$ cat config.mk
export PLATFORM = sky130hd
export DESIGN_NAME = lanemask_ram
export DESIGN_NICKNAME = d
export VERILOG_FILES = /design/src/rtl/lanemask_ram_pkg.sv /design/src/rtl/lanemask_ram_addr.sv /design/src/rtl/lanemask_ram_array.sv /design/src/rtl/lanemask_ram_rdw.sv /design/src/rtl/lanemask_ram_out.sv /design/src/rtl/lanemask_ram.sv
export SDC_FILE = /design/constraint.sdc
export NUM_CORES = 1
export LEC_CHECK = 0
export ABC_AREA = 1
export CAP_MARGIN = 40
export CORE_UTILIZATION = 52
export DETAILED_ROUTE_END_ITERATION = 16
export PLACE_DENSITY = 0.68
export SETUP_SLACK_MARGIN = 0.2
export SYNTH_ARGS = -nofsm -noshare
export SYNTH_HDL_FRONTEND = slang
export SYNTH_SLANG_ARGS = --single-unit
$ cat constraint.sdc
create_clock -name clk -period 6.14 [get_ports clk]
set_clock_uncertainty 0.1 [all_clocks]
set_input_delay 0.614 -clock clk [delete_from_list [all_inputs] [get_ports clk]]
set_output_delay 0.614 -clock clk [all_outputs]
set_load 0.02 [all_outputs]
$ cat src/rtl/lanemask_ram_pkg.sv
// Shared types for the lane-masked RAM.
// Assumes nothing beyond IEEE 1800-2017 packages.
package lanemask_ram_pkg;
    // Same-port read-during-write behaviour.
    typedef enum logic [1:0] {
        RDW_NEW_MASKED_ZERO = 2'd0,
        RDW_NEW_MERGED      = 2'd1,
        RDW_OLD_WORD        = 2'd2,
        RDW_ANY             = 2'd3
    } rdw_mode_e;
endpackage

$ cat src/rtl/lanemask_ram_addr.sv
// Address capture register with hold.
// Produces the address used on the current edge: the held address while
// hold_addr is 1, otherwise the incoming address. Assumes synchronous reset.
module lanemask_ram_addr #(
    parameter int ADDR_W = 5
) (
    input  logic              clk,
    input  logic              rst_n,
    input  logic              en,
    input  logic              hold_addr,
    input  logic [ADDR_W-1:0] addr,
    output logic [ADDR_W-1:0] use_addr
);
    logic [ADDR_W-1:0] addr_q;

    // Select the held address or the incoming one for this edge.
    assign use_addr = hold_addr ? addr_q : addr;

    // Capture the address used on every enabled edge.
    always_ff @(posedge clk) begin
        if (!rst_n) begin
            addr_q <= '0;
        end else if (en) begin
            addr_q <= use_addr;
        end
    end

    // a held edge leaves the captured address unchanged.
    p_addr_hold_r3: assert property (@(posedge clk) disable iff (!rst_n)
        (en && hold_addr) |=> $stable(addr_q));

    // an idle edge leaves the captured address unchanged.
    p_addr_idle_r9: assert property (@(posedge clk) disable iff (!rst_n)
        !en |=> $stable(addr_q));
endmodule

$ cat src/rtl/lanemask_ram_array.sv
// Storage array split into one memory per lane.
// Each lane is written only when its mask bit is set. Read is combinational
// from the selected address. Assumes addresses below DEPTH.
module lanemask_ram_array #(
    parameter int DATA_W = 36,
    parameter int LANE_W = 9,
    parameter int DEPTH  = 32,
    localparam int LANES  = DATA_W / LANE_W,
    localparam int ADDR_W = (DEPTH > 1) ? $clog2(DEPTH) : 1
) (
    input  logic              clk,
    input  logic              rst_n,
    input  logic              en,
    input  logic              wr_en,
    input  logic [LANES-1:0]  wr_lane,
    input  logic [ADDR_W-1:0] addr,
    input  logic [DATA_W-1:0] wdata,
    output logic [DATA_W-1:0] stored
);
    for (genvar i = 0; i < LANES; i++) begin : g_lane
        logic [LANE_W-1:0] lane_mem [DEPTH];
        logic              lane_wr;

        // Lane write strobe: enabled edge, out of reset, lane selected.
        assign lane_wr = rst_n && en && wr_en && wr_lane[i];

        // Store this lane's slice of the write word.
        always_ff @(posedge clk) begin
            if (lane_wr) begin
                lane_mem[addr] <= wdata[i*LANE_W +: LANE_W];
            end
        end

        // Present this lane of the addressed word.
        assign stored[i*LANE_W +: LANE_W] = lane_mem[addr];

        // an enabled lane holds the written slice after the edge.
        p_lane_wr_r1: assert property (@(posedge clk) disable iff (!rst_n)
            (en && wr_en && wr_lane[i]) |=>
                (lane_mem[$past(addr)] == $past(wdata[i*LANE_W +: LANE_W])));

        // a masked lane keeps its old slice across a write.
        p_lane_keep_r2: assert property (@(posedge clk) disable iff (!rst_n)
            (en && wr_en && !wr_lane[i]) |=>
                (lane_mem[$past(addr)] == $past(stored[i*LANE_W +: LANE_W])));
    end
endmodule

$ cat src/rtl/lanemask_ram_rdw.sv
// Read register with read-during-write selection.
// Loads the addressed word on an enabled read. During a write it loads the
// view chosen by RDW_MODE. With CLR_EN it clears asynchronously on clr.
module lanemask_ram_rdw
    import lanemask_ram_pkg::*;
#(
    parameter int        DATA_W   = 36,
    parameter int        LANE_W   = 9,
    parameter rdw_mode_e RDW_MODE = RDW_NEW_MERGED,
    parameter bit        CLR_EN   = 1'b0,
    localparam int       LANES    = DATA_W / LANE_W
) (
    input  logic              clk,
    input  logic              rst_n,
    input  logic              clr,
    input  logic              en,
    input  logic              wr_en,
    input  logic              rd_en,
    input  logic [LANES-1:0]  wr_lane,
    input  logic [DATA_W-1:0] wdata,
    input  logic [DATA_W-1:0] stored,
    output logic [DATA_W-1:0] q
);
    logic [DATA_W-1:0] merged;
    logic [DATA_W-1:0] zeroed;
    logic [DATA_W-1:0] wr_view;
    logic [DATA_W-1:0] q_next;
    logic              load;

    // Build the merged and zero-filled views of the word being written.
    always_comb begin
        for (int i = 0; i < LANES; i++) begin
            merged[i*LANE_W +: LANE_W] = wr_lane[i] ? wdata[i*LANE_W +: LANE_W]
                                                    : stored[i*LANE_W +: LANE_W];
            zeroed[i*LANE_W +: LANE_W] = wr_lane[i] ? wdata[i*LANE_W +: LANE_W]
                                                    : '0;
        end
    end

    // Pick the view the mode returns during a write.
    if (RDW_MODE == RDW_NEW_MERGED) begin : g_merged
        assign wr_view = merged;
    end else if (RDW_MODE == RDW_NEW_MASKED_ZERO) begin : g_zeroed
        assign wr_view = zeroed;
    end else begin : g_oldword
        assign wr_view = stored;
    end

    assign q_next = wr_en ? wr_view : stored;
    assign load   = en && rd_en;

    if (CLR_EN) begin : g_clr
        // Read register with asynchronous clear.
        always_ff @(posedge clk or posedge clr) begin
            if (clr) begin
                q <= '0;
            end else if (!rst_n) begin
                q <= '0;
            end else if (load) begin
                q <= q_next;
            end
        end
    end else begin : g_noclr
        // Read register without clear.
        always_ff @(posedge clk) begin
            if (!rst_n) begin
                q <= '0;
            end else if (load) begin
                q <= q_next;
            end
        end
    end

    // no read enable, no change (a clear may zero it).
    p_rd_hold_r4: assert property (@(posedge clk) disable iff (!rst_n)
        (en && !rd_en && !clr) |=> ($stable(q) || (q == '0)));

    // an idle edge leaves the read register alone.
    p_rd_idle_r9: assert property (@(posedge clk) disable iff (!rst_n)
        (!en && !clr) |=> ($stable(q) || (q == '0)));
endmodule

$ cat src/rtl/lanemask_ram_out.sv
// Optional output stage.
// OUT_REG=1 adds one enabled-edge register, cleared asynchronously when
// CLR_EN=1. OUT_REG=0 passes the read register straight through.
// Assumes clr spans at least one rising edge when raised.
module lanemask_ram_out #(
    parameter int DATA_W  = 36,
    parameter bit OUT_REG = 1'b1,
    parameter bit CLR_EN  = 1'b1
) (
    input  logic              clk,
    input  logic              rst_n,
    input  logic              clr,
    input  logic              en,
    input  logic [DATA_W-1:0] din,
    output logic [DATA_W-1:0] dout
);
    if (OUT_REG) begin : g_reg
        if (CLR_EN) begin : g_clr
            // Output register with asynchronous clear.
            always_ff @(posedge clk or posedge clr) begin
                if (clr) begin
                    dout <= '0;
                end else if (!rst_n) begin
                    dout <= '0;
                end else if (en) begin
                    dout <= din;
                end
            end
        end else begin : g_noclr
            // Output register without clear.
            always_ff @(posedge clk) begin
                if (!rst_n) begin
                    dout <= '0;
                end else if (en) begin
                    dout <= din;
                end
            end
        end

        // the output register trails the read register by one edge.
        p_pipe_r5: assert property (@(posedge clk) disable iff (!rst_n || clr)
            (en && !clr) |=> (dout == $past(din)));
    end else begin : g_pass
        // Unregistered: the read register is the output.
        assign dout = din;
    end

    // a reset edge zeroes the output.
    p_rst_zero_r11: assert property (@(posedge clk)
        !rst_n |=> (dout == '0));
endmodule

$ cat src/rtl/lanemask_ram.sv
// Lane-masked single-port RAM with address hold, top level.
// Connects the address register, the lane array, the read register and the
// optional output register. Assumes DATA_W is a multiple of LANE_W.
module lanemask_ram
    import lanemask_ram_pkg::*;
#(
    parameter int        DATA_W   = 36,
    parameter int        LANE_W   = 9,
    parameter int        DEPTH    = 32,
    parameter rdw_mode_e RDW_MODE = RDW_NEW_MERGED,
    parameter bit        OUT_REG  = 1'b1,
    parameter bit        OUT_CLR  = 1'b1,
    localparam int       LANES    = DATA_W / LANE_W,
    localparam int       ADDR_W   = (DEPTH > 1) ? $clog2(DEPTH) : 1
) (
    input  logic              clk,
    input  logic              rst_n,
    input  logic              en,
    input  logic              clr,
    input  logic [ADDR_W-1:0] addr,
    input  logic [DATA_W-1:0] wdata,
    input  logic              wr_en,
    input  logic              rd_en,
    input  logic [LANES-1:0]  wr_lane,
    input  logic              hold_addr,
    output logic [DATA_W-1:0] rdata
);
    logic [ADDR_W-1:0] use_addr;
    logic [DATA_W-1:0] stored;
    logic [DATA_W-1:0] q;

    // Reject lane sizes outside the supported set at elaboration.
    if (!(LANE_W == 5 || LANE_W == 8 || LANE_W == 9 || LANE_W == 10) ||
        (DATA_W % LANE_W) != 0) begin : g_bad_lane
        initial $error("lanemask_ram: unsupported lane size or word width");
    end

    lanemask_ram_addr #(.ADDR_W(ADDR_W)) u_addr (
        .clk       (clk),
        .rst_n     (rst_n),
        .en        (en),
        .hold_addr (hold_addr),
        .addr      (addr),
        .use_addr  (use_addr)
    );

    lanemask_ram_array #(.DATA_W(DATA_W), .LANE_W(LANE_W), .DEPTH(DEPTH)) u_array (
        .clk     (clk),
        .rst_n   (rst_n),
        .en      (en),
        .wr_en   (wr_en),
        .wr_lane (wr_lane),
        .addr    (use_addr),
        .wdata   (wdata),
        .stored  (stored)
    );

    lanemask_ram_rdw #(
        .DATA_W   (DATA_W),
        .LANE_W   (LANE_W),
        .RDW_MODE (RDW_MODE),
        .CLR_EN   (OUT_CLR && !OUT_REG)
    ) u_rdw (
        .clk     (clk),
        .rst_n   (rst_n),
        .clr     (clr),
        .en      (en),
        .wr_en   (wr_en),
        .rd_en   (rd_en),
        .wr_lane (wr_lane),
        .wdata   (wdata),
        .stored  (stored),
        .q       (q)
    );

    lanemask_ram_out #(
        .DATA_W  (DATA_W),
        .OUT_REG (OUT_REG),
        .CLR_EN  (OUT_CLR && OUT_REG)
    ) u_out (
        .clk   (clk),
        .rst_n (rst_n),
        .clr   (clr),
        .en    (en),
        .din   (q),
        .dout  (rdata)
    );

    if (OUT_CLR) begin : g_clr_chk
        // while clear is high the output reads zero.
        p_clr_zero_r10: assert property (@(posedge clk) disable iff (!rst_n)
            clr |-> (rdata == '0));
    end
endmodule

==> results.sh <==
export IMPL_cp_max_fo=43
export IMPL_die_area_sq_mm=0.101
export IMPL_wl_met3_mm=14.4
export IMPL_post_route_period_util_pct=68.1
export IMPL_postRouteAntennaNets=0
export IMPL_synth_nets=5139
export IMPL_io_pins=88
export IMPL_peakVddDrop_v=0.000226
export IMPL_gp_congestion=0.871
export IMPL_fin_util_pct=59.2
export IMPL_cap_viol_max_count=0
export IMPL_hold_viol_final=0
export IMPL_p_leak_nw=23.3
export IMPL_crit_chain="clkdlybuf4s50_1 > nand2_1 > o21ai_4 > buf_4 > buf_16 > nor2_4 > nand2_1 > nor2_1"
export IMPL_top_layer="met5"
export IMPL_worst_slack_ns=1.96
export IMPL_cp_end_kind="flop"
export IMPL_drtIter0Drc=4797
export IMPL_hp_class="input pin to asynchronous set/reset pin"
export IMPL_cts_tree="yes"
export IMPL_setup_viol=0
export IMPL_grt_total_usage_pct=28.7
export IMPL_cp_start_kind="input pin"
export IMPL_outcome="complete, no violations"
export IMPL_critical_path_max_stage_delay_ns=0.89
export IMPL_via_per_inst=5.60
export IMPL_report_final_slew_viol_count=0
export IMPL_area_growth_pct=12.5
export IMPL_placementRows=115
export IMPL_place_inst=6341
export IMPL_grt_antenna_before_repair=2
export IMPL_start_util_pct=52.6
export IMPL_grt_pass1_wl_mm=219
export IMPL_core_area_sq_mm=0.0986
export IMPL_drt_total_wl_mm=146
export IMPL_rsz0062_at_grt="false"
export IMPL_postCtsSetupBuffers=0
export IMPL_htree_num_levels=3
export IMPL_synth_cells=5087
export IMPL_grt_pass1_vias=34800
export IMPL_firstDrtPassIters=6
export IMPL_drc_errors=0
export IMPL_die_h_um=318
export IMPL_fmax_mhz=239
export IMPL_worstMarginPinSlew_ns=1.33
export IMPL_grt_max_degree=208
export IMPL_clk_latency_ns=0.71
export IMPL_placed_area_sq_mm=0.0546
export IMPL_preCtsSetupSlack_ns=1.30
export IMPL_synth_area_sq_mm=0.0519
export IMPL_clk_pin_slew_ns=0.06
export IMPL_dp_final_hpwl_mm=84.6
export IMPL_crit_slowest_cell="nor2_1"
export IMPL_crit_top_cell="nand2_1"
export IMPL_io_buffer_count=87
export IMPL_wl_met2_mm=67.2
export IMPL_final_layout_size_suffix_gt1_share_pct=7.12
export IMPL_final_cells=6568
export IMPL_cts_max_path_buffers=3
export IMPL_n_antenna_cell=0
export IMPL_tns_ns=0
export IMPL_cts_root_buf="clkbuf_16"
export IMPL_finalNetCount=5230
export IMPL_dr_total_vias=36800
export IMPL_arrival_ns=4.41
export IMPL_p_per_area_mw_per_mm2=304
export IMPL_met1_length_mm=58.1
export IMPL_cts_resized=0
export IMPL_grt_ovfl_total=0
export IMPL_yosysWarningCount=0
export IMPL_cp_required_ns=6.37
export IMPL_criticalPathCategory="input pin to flop"
export IMPL_cts_hold_buf=0
export IMPL_fin_crit_ns=4.18
export IMPL_synth_cell_types=25
export IMPL_seq_area_frac_synth_pct=70.0
export IMPL_ys_ff_latch=1229
export IMPL_clock_sinks=1229
export IMPL_numCtsBuffers=119
export IMPL_die_w_um=318
export IMPL_wl_per_cell_um=22.2
export IMPL_max_slew_margin_pct=11.4
export IMPL_design_area_sq_mm=0.0584
export IMPL_syn_avg_cell_area_sq_um=10.2
## critical path, delay by kind of cell
kind / cells / cell delay [ns]
compound gates: 1 / 0.13
buf+inv: 3 / 1.31
simple gates: 4 / 2.29
## cell type report
| cell class | instances | area, sq um |
|---|---|---|
| fill | 8069 | 40200 |
| sequential | 1229 | 36300 |
| multi-input combinational | 3478 | 14000 |
| clock buffer | 167 | 3350 |
| timing repair buffer | 262 | 2380 |
| tap | 1287 | 1610 |
| clock inverter | 57 | 404 |
| inverter | 88 | 343 |
## cell usage after synthesis
library cell	count	area [sq um]
or2_1	1	6.26
buf_1	16	60.1
nor3_2	4	40.0
o22ai_1	5	31.3
nor2_2	2	12.5
a21oi_1	76	380
buf_2	147	736
inv_2	5	18.8
o21ai_4	1	16.3
buf_6	5	56.3
inv_6	1	8.76
o21ai_2	5	43.8
nand2_1	2627	9860
nand2_4	2	22.5
clkbuf_1	112	420
dfxtp_1	41	821
dfrtp_1	36	901
nor2_4	2	22.5
nand3_1	441	2210
o21ai_0	36	180
nor2_1	272	1020
buf_4	12	90.1
inv_1	82	308
edfxtp_1	1152	34600
nand2_2	4	25.0
## state kept, by name, indices dropped and copies added, names as in the netlist
register	flops
u_out.dout	36
u_addr.addr_q	5
u_rdw.q	36
u_array.g_lane.lane_mem	1152
## cells by family after synthesis
group / count (synthesis) / synth area share, %
buffers and inverters: 380 / 3.27
DFF: 1229 / 70.0
AOI/OAI and AO/OA: 123 / 1.26
and+or+nand+nor: 3355 / 25.5
## worst paths after layout
path,to,slack [ns],from,depth (start not counted)
worst max-delay path,u_array.g_lane[1].lane_mem[29][1],1.96,hold_addr,8
worst min-delay path,u_out.dout[14],0.21,clr,3
worst max register to register,u_array.g_lane[1].lane_mem[29][1],2.52,u_addr.addr_q[1],7
worst min register to register,u_rdw.q[2],0.36,u_rdw.q[2],2
max in group asynchronous,u_out.dout[31],5.34,clr,3
min in group clk,u_rdw.q[2],0.36,u_rdw.q[2],2
## stage by stage
| stage | total power, mW | hold WS [ns] |
|---|---|---|
| after global placement | 10.8 | 0.354 |
| after floorplan | 10.2 | 0.337 |
| final | 17.8 | 0.213 |
| after CTS | 17.8 | 0.215 |
| after global routing | 18.2 | 0.256 |
| after detailed placement | 10.8 | 0.357 |
## routing by layer
metal	vias up	GRT usage [%]
met5	-	0
met4	2	11.9
met3	317	5.80
met2	1901	44.6
met1	17600	39.7
li1	17000	-
## layout by cell type, fill, tap and decap left out, drive strengths merged, types with 36 or more instances in the layout
cell           instances
nand2               2633
edfxtp              1152
nand3                441
nor2                 276
buf                  177
clkbuf               168
inv                   89
clkdlybuf4s50         84
a21oi                 76
clkinv                51
o21ai                 42
dfxtp                 41
dfrtp                 36
## power by group
part	switching, mW	internal (mW)
Clock	3.09	4.00
Combinational	1.09	0.377
Sequential	0.0197	9.19
(Power assumes the default switching activity.)
